<file path="src/rtl/iso_launch_pkg.sv">
package iso_launch_pkg;

  typedef enum logic [2:0] {
    ST_IDLE, ST_CANCEL, ST_FETCH, ST_VERIFY, ST_DECRYPT, ST_RUN, ST_FAIL
  } iso_st_e;

  localparam logic [1:0] FC_NONE    = 2'd0;
  localparam logic [1:0] FC_VERIFY  = 2'd1;
  localparam logic [1:0] FC_DECRYPT = 2'd2;

  // a launch request is only honoured from these two states
  function automatic logic accepts_req(iso_st_e s);
    return (s == ST_IDLE) || (s == ST_RUN);
  endfunction

  // states in which a new request must leave no trace
  function automatic logic is_busy(iso_st_e s);
    return (s == ST_FETCH) || (s == ST_VERIFY) || (s == ST_DECRYPT) || (s == ST_FAIL);
  endfunction

endpackage

</file>
<file path="src/rtl/iso_launch_fsm.sv">
module iso_launch_fsm
  import iso_launch_pkg::*;
(
  input  logic       clk,
  input  logic       rst_n,
  input  logic       iso_req_i,
  input  logic       core_stopped_i,
  input  logic       fetch_last_i,
  input  logic       erase_last_i,
  input  logic       vfy_done_i,
  input  logic       vfy_pass_i,
  input  logic       dec_done_i,
  input  logic       dec_pass_i,
  output iso_st_e    st_o,
  output logic       first_o,
  output logic [1:0] fail_code_o
);
  iso_st_e    st_q, st_d, prev_q;
  logic [1:0] code_q, code_d;

  always_comb begin
    st_d   = st_q;
    code_d = code_q;
    case (st_q)
      ST_IDLE, ST_RUN: if (iso_req_i && accepts_req(st_q)) begin
        st_d   = ST_CANCEL;
        code_d = FC_NONE;
      end
      ST_CANCEL:  if (core_stopped_i) st_d = ST_FETCH;
      ST_FETCH:   if (fetch_last_i)   st_d = ST_VERIFY;
      ST_VERIFY:  if (vfy_done_i) begin
        if (vfy_pass_i) st_d = ST_DECRYPT;
        else begin st_d = ST_FAIL; code_d = FC_VERIFY; end
      end
      ST_DECRYPT: if (dec_done_i) begin
        if (dec_pass_i) st_d = ST_RUN;
        else begin st_d = ST_FAIL; code_d = FC_DECRYPT; end
      end
      ST_FAIL:    if (erase_last_i) st_d = ST_IDLE;
      default:    st_d = ST_IDLE;
    endcase
  end

  always_ff @(posedge clk or negedge rst_n) begin
    if (!rst_n) begin
      st_q   <= ST_IDLE;
      prev_q <= ST_IDLE;
      code_q <= FC_NONE;
    end else begin
      st_q   <= st_d;
      prev_q <= st_q;
      code_q <= code_d;
    end
  end

  assign st_o        = st_q;
  assign first_o     = (st_q != prev_q);
  assign fail_code_o = code_q;

  // a failure code is only ever recorded by leaving a check stage
  a_r8_code_from_check: assert property (@(posedge clk) disable iff (!rst_n)
    (code_q != FC_NONE && $past(code_q) == FC_NONE) |-> $past(st_q == ST_VERIFY || st_q == ST_DECRYPT));
  // cancel is left only once the core confirmed it stopped
  a_r2_cancel_waits: assert property (@(posedge clk) disable iff (!rst_n)
    ($past(st_q) == ST_CANCEL && st_q == ST_FETCH) |-> $past(core_stopped_i));
endmodule

</file>
<file path="src/rtl/iso_lm_port.sv">
module iso_lm_port
  import iso_launch_pkg::*;
#(
  parameter int AW        = 32,
  parameter int DW        = 32,
  parameter int LM_DEPTH  = 16,
  parameter int IMG_WORDS = 8,
  localparam int LW       = $clog2(LM_DEPTH)
) (
  input  logic          clk,
  input  logic          rst_n,
  input  iso_st_e       st_i,
  input  logic [AW-1:0] img_base_i,
  input  logic          rd_valid_i,
  input  logic [DW-1:0] rd_data_i,
  input  logic          dec_we_i,
  input  logic [LW-1:0] dec_addr_i,
  input  logic [DW-1:0] dec_wdata_i,
  output logic          rd_req_o,
  output logic [AW-1:0] rd_addr_o,
  output logic          lm_we_o,
  output logic [LW-1:0] lm_addr_o,
  output logic [DW-1:0] lm_wdata_o,
  output logic          fetch_last_o,
  output logic          erase_last_o
);
  logic [LW-1:0] cnt_q;
  logic fetch_beat, dec_beat, erase_beat, counting;

  assign counting   = (st_i == ST_FETCH) || (st_i == ST_FAIL);
  assign fetch_beat = (st_i == ST_FETCH) && rd_valid_i;
  assign dec_beat   = (st_i == ST_DECRYPT) && dec_we_i;
  assign erase_beat = (st_i == ST_FAIL);

  always_ff @(posedge clk or negedge rst_n) begin
    if (!rst_n)                        cnt_q <= '0;
    else if (!counting)                cnt_q <= '0;
    else if (fetch_beat || erase_beat) cnt_q <= cnt_q + 1'b1;
  end

  assign rd_req_o     = (st_i == ST_FETCH);
  assign rd_addr_o    = img_base_i + AW'(cnt_q);
  assign fetch_last_o = fetch_beat && (cnt_q == LW'(IMG_WORDS - 1));
  assign erase_last_o = erase_beat && (cnt_q == LW'(LM_DEPTH - 1));

  assign lm_we_o    = fetch_beat || dec_beat || erase_beat;
  assign lm_addr_o  = dec_beat ? dec_addr_i : cnt_q;
  assign lm_wdata_o = fetch_beat ? rd_data_i : (dec_beat ? dec_wdata_i : '0);

  // decrypt strobes outside the decrypt stage never reach local memory
  a_r6_dec_gated: assert property (@(posedge clk) disable iff (!rst_n)
    (dec_we_i && !rd_valid_i && st_i != ST_DECRYPT && st_i != ST_FAIL) |-> !lm_we_o);
  // every wipe cycle writes zero
  a_r8_wipe_zero: assert property (@(posedge clk) disable iff (!rst_n)
    (st_i == ST_FAIL) |-> (lm_we_o && lm_wdata_o == '0));
  // consecutive image reads step the address by one word
  a_r3_addr_step: assert property (@(posedge clk) disable iff (!rst_n)
    ($past(fetch_beat) && !$past(fetch_last_o) && st_i == ST_FETCH) |-> (rd_addr_o == $past(rd_addr_o) + AW'(1)));
endmodule

</file>
<file path="src/rtl/iso_launch_ctrl.sv">
module iso_launch_ctrl
  import iso_launch_pkg::*;
#(
  parameter int AW        = 32,
  parameter int DW        = 32,
  parameter int LM_DEPTH  = 16,
  parameter int IMG_WORDS = 8,
  localparam int LW       = $clog2(LM_DEPTH)
) (
  input  logic          clk,
  input  logic          rst_n,
  input  logic          iso_req_i,
  input  logic          core_stopped_i,
  output logic          core_halt_o,
  output logic          core_run_o,
  output logic          iso_o,
  input  logic [AW-1:0] img_base_i,
  output logic          rd_req_o,
  output logic [AW-1:0] rd_addr_o,
  input  logic          rd_valid_i,
  input  logic [DW-1:0] rd_data_i,
  output logic          lm_we_o,
  output logic [LW-1:0] lm_addr_o,
  output logic [DW-1:0] lm_wdata_o,
  output logic          vfy_start_o,
  input  logic          vfy_done_i,
  input  logic          vfy_pass_i,
  output logic          dec_start_o,
  input  logic          dec_done_i,
  input  logic          dec_pass_i,
  output logic          key_en_o,
  input  logic          dec_we_i,
  input  logic [LW-1:0] dec_addr_i,
  input  logic [DW-1:0] dec_wdata_i,
  output logic [1:0]    fail_code_o
);
  iso_st_e st;
  logic    st_first, fetch_last, erase_last;

  iso_launch_fsm u_fsm (
    .clk, .rst_n, .iso_req_i, .core_stopped_i,
    .fetch_last_i (fetch_last),
    .erase_last_i (erase_last),
    .vfy_done_i, .vfy_pass_i, .dec_done_i, .dec_pass_i,
    .st_o         (st),
    .first_o      (st_first),
    .fail_code_o
  );

  iso_lm_port #(.AW(AW), .DW(DW), .LM_DEPTH(LM_DEPTH), .IMG_WORDS(IMG_WORDS)) u_lm (
    .clk, .rst_n,
    .st_i         (st),
    .img_base_i, .rd_valid_i, .rd_data_i, .dec_we_i, .dec_addr_i, .dec_wdata_i,
    .rd_req_o, .rd_addr_o, .lm_we_o, .lm_addr_o, .lm_wdata_o,
    .fetch_last_o (fetch_last),
    .erase_last_o (erase_last)
  );

  assign core_halt_o = (st == ST_CANCEL);
  assign core_run_o  = (st == ST_RUN);
  assign iso_o       = (st != ST_IDLE);
  assign key_en_o    = (st == ST_DECRYPT);
  assign vfy_start_o = (st == ST_VERIFY)  && st_first;
  assign dec_start_o = (st == ST_DECRYPT) && st_first;

  // the root-key enable lives strictly inside isolation, never with the core running
  a_r6_key_isolated: assert property (@(posedge clk) disable iff (!rst_n)
    key_en_o |-> (iso_o && !core_run_o && !core_halt_o));
  // release only follows a passing decrypt
  a_r7_run_after_pass: assert property (@(posedge clk) disable iff (!rst_n)
    $rose(core_run_o) |-> $past(dec_done_i && dec_pass_i && key_en_o));
  // a recorded failure excludes running
  a_r8_fail_no_run: assert property (@(posedge clk) disable iff (!rst_n)
    (fail_code_o != FC_NONE) |-> !core_run_o);
  // the check starts right after the last image word was taken
  a_r4_vfy_after_fetch: assert property (@(posedge clk) disable iff (!rst_n)
    vfy_start_o |-> $past(rd_req_o && rd_valid_i));
  // halting and running never overlap
  a_r2_halt_no_run: assert property (@(posedge clk) disable iff (!rst_n)
    core_halt_o |-> !core_run_o);
  // a request in a busy stage does not start a cancel
  a_r9_busy_ignored: assert property (@(posedge clk) disable iff (!rst_n)
    (iso_req_i && is_busy(st)) |=> !core_halt_o);
endmodule

</file>
<file path="config.mk">
export PLATFORM = sky130hd
export DESIGN_NAME = iso_launch_ctrl
export DESIGN_NICKNAME = d
export VERILOG_FILES = /design/src/rtl/iso_launch_pkg.sv /design/src/rtl/iso_launch_fsm.sv /design/src/rtl/iso_lm_port.sv /design/src/rtl/iso_launch_ctrl.sv
export SDC_FILE = /design/constraint.sdc
export NUM_CORES = 1
export LEC_CHECK = 0
export BUFFER_PORTS_ARGS = -buffer_cell sky130_fd_sc_hd__buf_4
export CORE_AREA = 2 2 84 86
export DETAILED_ROUTE_END_ITERATION = 10
export DIE_AREA = 0 0 86 88
export PLACE_DENSITY = 0.67
export SKIP_CTS_REPAIR_TIMING = 1
export SLEW_MARGIN = 10
export SYNTH_ARGS = -nofsm -noshare
export SYNTH_HDL_FRONTEND = slang
export SYNTH_HIERARCHICAL = 1
export SYNTH_SLANG_ARGS = --single-unit
</file>
<file path="constraint.sdc">
create_clock -name clk -period 5.5 [get_ports clk]
set_input_delay 0.275 -clock clk [delete_from_list [all_inputs] [get_ports clk]]
set_output_delay 0.275 -clock clk [all_outputs]
set_load 0.02 [all_outputs]
</file>
==> impl_metrics.toml, run 1 <==
[timing]
tightest_slew_ns = 1.15
clock_skew_ns = 0.00270
min_period_ns = 3.12
rsz0062_at_grt = "no"
finalHoldViolCount = 0
slew_headroom_pct = 23.4
tns_ns = 0
finalSetupViolCount = 0
finalCritPeriodShare_pct = 56.7
max_freq_mhz = 321
timing.hold.ws_ns = 0.378
maxSlewViolCount = 0

[synth]
yosys.area.top_type_share_pct = 15.6
ys_seq_elements = 12
synth-edff-count = 0
synth_area_leader_cell = "dfrtp_1"
yosys_warnings = 6
netlist_instances = 236
syn_area_um2 = 1920
yosys.cell_types.count = 48
synthFlopType = "dfrtp_1"
yosysSeqAreaShare_pct = 15.6
synth.top_cells.by_area = "dfrtp_1, a22o_1, xor2_1, xnor2_1, nor3_1"
yosysMostFrequentCell = "a22o_1"
synth_common_cells = "a22o_1, xor2_1, nand2_1"
async_flop_share_pct = 100
synth.avg_cell_area_um2 = 8.15
syn-num-nets = 352

[worst_setup_path]
r2r_cells = 8
arrival_ns = 2.84
r2r_start = "u_fsm/st_o[1]"
worstPathRequired_ns = 5.22
endpoint_kind = "output pin"
crit_path_top_delay_cell = "and2_1"
reg2reg_to = "u_fsm/st_o[1]"
path_class = "reg -> out"
critical_path.max_stage_delay_ns = 0.91
worstPathCellList = "nand2b_1, nor2_1, and2_1, a22o_1, buf_4"
crit_fanout = 33
start_kind = "flip-flop"
reg2reg_setup_slack_ns = 2.47

[power]
combPwrFrac_pct = 75.7
leakagePower_nw = 1.71
pwr-share-seq_pct = 17.9
p_switching_w = 0.000581
peakVddDrop_mv = 0.267
netSwitchingFraction_pct = 49.8
power.density_nw_per_um2 = 340
intPower_w = 0.000586
pwr-share-clk_pct = 6.4

[place]
dpl.hpwl_mm = 6.19
finalWeightedCongestion = 0.874
port_buffers = 187

[worst_hold_path]
hold_end = "u_lm/cnt_q[1]"
whs_path_depth = 4
worstHoldStart = "rd_valid_i"
hold_class = "in -> reg"

[detailed_routing]
viasPerCell = 5.01
drt_iter0_drc = 87
drc = 0
dr_total_vias = 2487
routed_wl_mm = 7.50
routedWlPerCell_um = 15.1
drt_pass1_iterations = 4
antenna_left = 0

[clock_network]
cts_made_buffers = 3
clockBufferDepth = 2
clock_sinks = 12
root_buffer = "clkbuf_8"
cts_tree = "yes"
path_clk_slew_ns = 0.05
clock_latency_ns = 0.23
h-tree-depth = 1

[die]
pin_count = 188
die_h_um = 88
rows = 30
start_util_pct = 28.9
dieArea_um2 = 7570
die_w_um = 86
core_area_um2 = 6640

[global_routing]
grt_max_degree = 37
grt_first_pass_wirelength_mm = 10.8
antenna_found_initial = 0
grt_overflow = 0
grtUsageTotal_pct = 17.6
grt_pass1_vias = 2180

[run_status]
status = "completed"

[final_layout]
diodes = 0
drive_above_1_share_pct = 49.8
area_delta_synth_final_pct = 78.3
nets = 534

[run]
maxCapViolations = 0
[final cells by class]
class,instances,area [um^2]
multi-input cells,199,1520
repair buffers,189,1420
clock buffers,3,41.3
inverters,13,48.8
well taps,80,100
fillers,678,3210
flip-flops and latches,12,300
[sequential cells by signal (all words and copies together) (netlist names)]
register and count:
u_fsm/fail_code_o 2, u_fsm/prev_q 3, u_fsm/st_o 3, u_lm/cnt_q 4
[stage by stage]
step / util [%] / cells / total power (W) / instance area, um^2 / setup WS [ns]
final: 51.6 / 496 / 0.00117 / 3430 / 2.38
after global routing: 51.6 / 496 / 0.00126 / 3430 / 2.09
after CTS: 51.5 / 495 / 0.00118 / 3420 / 2.39
after detailed placement: 50.8 / 492 / 0.00110 / 3380 / 2.50
after global placement: 50.8 / 492 / 0.00109 / 3380 / 2.60
after floorplan: - / 236 / 0.000742 / 1920 / 3.20
[metal layers]
metal / up-vias / global-route usage [%] / routed length [um]
li1: 1250 / - / -
met2: 83 / 30.7 / 3950
met4: 0 / 2.74 / 57
met5: - / 0 / 0
met3: 6 / 3.30 / 483
met1: 1148 / 23.0 / 3010
[power groups by stage]
stage | combinational, W | clock, W | sequential (W)
2_1_floorplan | 0.000563 | 0 | 0.000179
3_3_place_gp | 0.000881 | 0 | 0.000209
3_5_place_dp | 0.000886 | 0 | 0.000211
4_1_cts | 0.000889 | 0.0000780 | 0.000211
5_1_grt | 0.000951 | 0.0000826 | 0.000224
6_report | 0.000883 | 0.0000746 | 0.000210
[cell usage in the layout, fill, tap and decap left out, types with 9 or more instances in the layout]
cell type  count
xor2_1        21
inv_1         13
nor3_1        13
nand2_1       15
nand3_1       11
xnor2_1       13
nor2_1        10
buf_4        188
o21ai_0        9
a22o_1        32
dfrtp_1       12
[cell families after synthesis]
family / count (synthesis) / share of synthesized area (%)
AOI/OAI and AO/OA: 64 / 25.8
xor gates and xnor gates: 34 / 15.5
adders and majority gates: 6 / 4.29
buffers and inverters: 25 / 5.79
DFF: 12 / 15.6
muxes: 7 / 3.90
and+or+nand+nor: 88 / 29.1
[how the worst max path moves through the flow]
stage	startpoint	end	slack, ns	depth (start not counted)
2_1_floorplan	u_lm/cnt_q[0]	rd_addr_o[30]	3.20	6
3_3_place_gp	u_fsm/st_o[1]	u_fsm/st_o[1]	2.60	8
3_5_place_dp	u_fsm/st_o[1]	u_fsm/st_o[1]	2.50	8
4_1_cts	u_fsm/st_o[1]	lm_wdata_o[28]	2.39	5
5_1_grt	u_fsm/st_o[1]	lm_wdata_o[28]	2.09	5
6_report	u_fsm/st_o[1]	lm_wdata_o[28]	2.38	5
[critical path: cells and delay by family (launching register included)]
family          cells  cell delay, ns
simple gates        3            1.33
flops               1            0.77
compound gates      1            0.33
buf+inv             1            0.16
Note: power is estimated with default switching activity, not from simulation.
==> run 2, diff against run 1 <==
Settings changed: ABC_AREA set to 1, CORE_AREA 2 2 84 86 to 2 2 95 97, DIE_AREA 0 0 86 88 to 0 0 97 99, PLACE_DENSITY 0.67 to unset.
Clock period 5.5 ns to 3.1 ns, I/O delays scaled along.
==> run 2 against run 1 <==
Sequential power up 45%. Power is 47% higher. Largest power group unchanged. Via count up 38%. Critical endpoint is now lm_wdata_o[26]. Non-clock buffer count is the same. Critical path type unchanged. Worst setup slack worse by 1.5 ns. Combinational power is 40% higher. First-iteration DRC count grew 68%. Routed wire length rose by 30%. Design area is 18% higher.
==> impl_metrics.toml, run 2 <==
[run_status]
status = "completed"

[clock_network]
clockBufferDepth = 2
cts_tree = "yes"
path_clk_slew_ns = 0.05
h-tree-depth = 1
root_buffer = "clkbuf_8"
clock_latency_ns = 0.24
clock_sinks = 12
cts_made_buffers = 3

[timing]
finalSetupViolCount = 0
max_freq_mhz = 444
rsz0062_at_grt = "no"
tns_ns = 0
maxSlewViolCount = 0
finalCritPeriodShare_pct = 72.6
min_period_ns = 2.25
clock_skew_ns = 0.00222
timing.hold.ws_ns = 0.295
tightest_slew_ns = 0.668
slew_headroom_pct = 55.5
finalHoldViolCount = 0

[synth]
synth_area_leader_cell = "nand2_1"
yosys.cell_types.count = 30
yosys_warnings = 6
netlist_instances = 457
yosysMostFrequentCell = "nand2_1"
yosysSeqAreaShare_pct = 12.0
synth.avg_cell_area_um2 = 5.49
syn-num-nets = 573
synth-edff-count = 0
yosys.area.top_type_share_pct = 24.7
async_flop_share_pct = 100
syn_area_um2 = 2510
synthFlopType = "dfrtp_1"
ys_seq_elements = 12
synth_common_cells = "nand2_1, inv_1, nor2_1"
synth.top_cells.by_area = "nand2_1, dfrtp_1, inv_1, nor2_1, o21ai_0"

[final_layout]
diodes = 0
largest_register = "u_lm/cnt_q"
stdcell_area_um2 = 4050
nets = 758
final_util_pct = 47.3
mostFrequentLayoutCell = "buf_4"
mostFrequentLayoutCells = "buf_4, nand2_1, inv_1, nor2_1, o21ai_0"
fillerInstances = 911
final_cells = 749
largest_reg_flops = 4
area_delta_synth_final_pct = 61.2
drive_above_1_share_pct = 37.1

[place]
dp.cells = 744
dpl.hpwl_mm = 8.52
port_buffers = 187
finalWeightedCongestion = 0.882
place_area_um2 = 3980

[worst_setup_path]
start_kind = "flip-flop"
r2r_start = "u_fsm/st_o[1]"
reg2reg_setup_slack_ns = 1.23
endpoint_kind = "output pin"
arrival_ns = 2.10
reg2reg_to = "u_fsm/st_o[1]"
r2r_cells = 9
crit_fanout = 32
cp-startpoint = "u_fsm/st_o[1]"
worstPathRequired_ns = 2.94
path_class = "reg -> out"

[detailed_routing]
dr_total_vias = 3433
viasPerCell = 4.58
drt_pass1_iterations = 4
antenna_left = 0
routed_wl_mm = 9.74
drc = 0
drt_iter0_drc = 146
routedWlPerCell_um = 13.0

[global_routing]
grt_overflow = 0
grt_pass1_vias = 3429
antenna_found_initial = 0
grt_max_degree = 42
grtUsageTotal_pct = 19.5
grt_first_pass_wirelength_mm = 15.5

[run]
maxCapViolations = 0

[die]
start_util_pct = 29.4
dieArea_um2 = 9600
core_area_um2 = 8550
pin_count = 188
die_w_um = 97
die_h_um = 99
rows = 34

[power]
peakVddDrop_mv = 0.209
leakagePower_nw = 2.34
power.density_nw_per_um2 = 425

[worst_hold_path]
hold_class = "in -> async"
-- run 2: cell types whose count changed after synthesis, sizes merged, moves of 12 or more --
cell	delta
nand3b	+12
inv	+61
xor2	-12
nor2	+50
o21ai	+28
nand3	+18
a22o	-32
nand2	+165
-- run 2: metrics by stage --
| stage | power (W) | setup slack [ns] |
|---|---|---|
| 2_1_floorplan | 0.00108 | 1.23 |
| 3_3_place_gp | 0.00154 | 1.15 |
| 3_5_place_dp | 0.00155 | 1.11 |
| 4_1_cts | 0.00173 | 0.836 |
| 5_1_grt | 0.00187 | 0.584 |
| 6_report | 0.00172 | 0.850 |
-- run 2: critical path: stages (launching register included) --
cell and delay [ns]:
dfrtp_1 0.64, nand2_2 0.15, nor2_2 0.19, nand2_2 0.08
inv_2 0.38, nand2_1 0.13, o21ai_0 0.11, buf_4 0.17
-- run 2: cell type report --
cell class	count	area, um^2	share of cell area [%]
multi-input combinational	362	1860	45.9
timing repair buffer	189	1420	35.1
sequential	12	300	7.42
inverter	74	278	6.87
tap	108	135	3.34
clock buffer	4	55.1	1.36
-- run 2: routing by layer --
metal | track usage, % | routed length [um] | vias up
li1 | - | - | 1768
met3 | 5.25 | 895 | 16
met1 | 21.6 | 3760 | 1490
met2 | 35.7 | 4870 | 159
met5 | 0 | 0 | -
met4 | 6.93 | 210 | 0
-- run 2: worst max path at each step --
stage / end / slack [ns]
2_1_floorplan: rd_addr_o[8] / 1.23
3_3_place_gp: rd_addr_o[20] / 1.15
3_5_place_dp: lm_wdata_o[21] / 1.11
4_1_cts: lm_wdata_o[21] / 0.84
5_1_grt: lm_wdata_o[30] / 0.58
6_report: lm_wdata_o[26] / 0.85
-- run 2: kinds of logic (layout without fill, tap and decap cells) --
logic type / Yosys count / count (layout) / share of synthesized area, %
simple gates: 293 / 293 / 53.7
buf+inv: 83 / 267 / 14.1
compound gates: 45 / 45 / 10.0
xor+xnor: 18 / 18 / 6.88
flops: 12 / 12 / 12.0
fa+ha+maj: 6 / 6 / 3.29
-- run 2: report_power, final --
| group | total [W] | internal (W) | switching (W) | leakage (nW) |
|---|---|---|---|---|
| Combinational | 0.00124 | 0.000515 | 0.000728 | 2.15 |
| Sequential | 0.000304 | 0.000207 | 0.0000973 | 0.158 |
| Clock | 0.000170 | 0.000112 | 0.0000581 | 0.0288 |
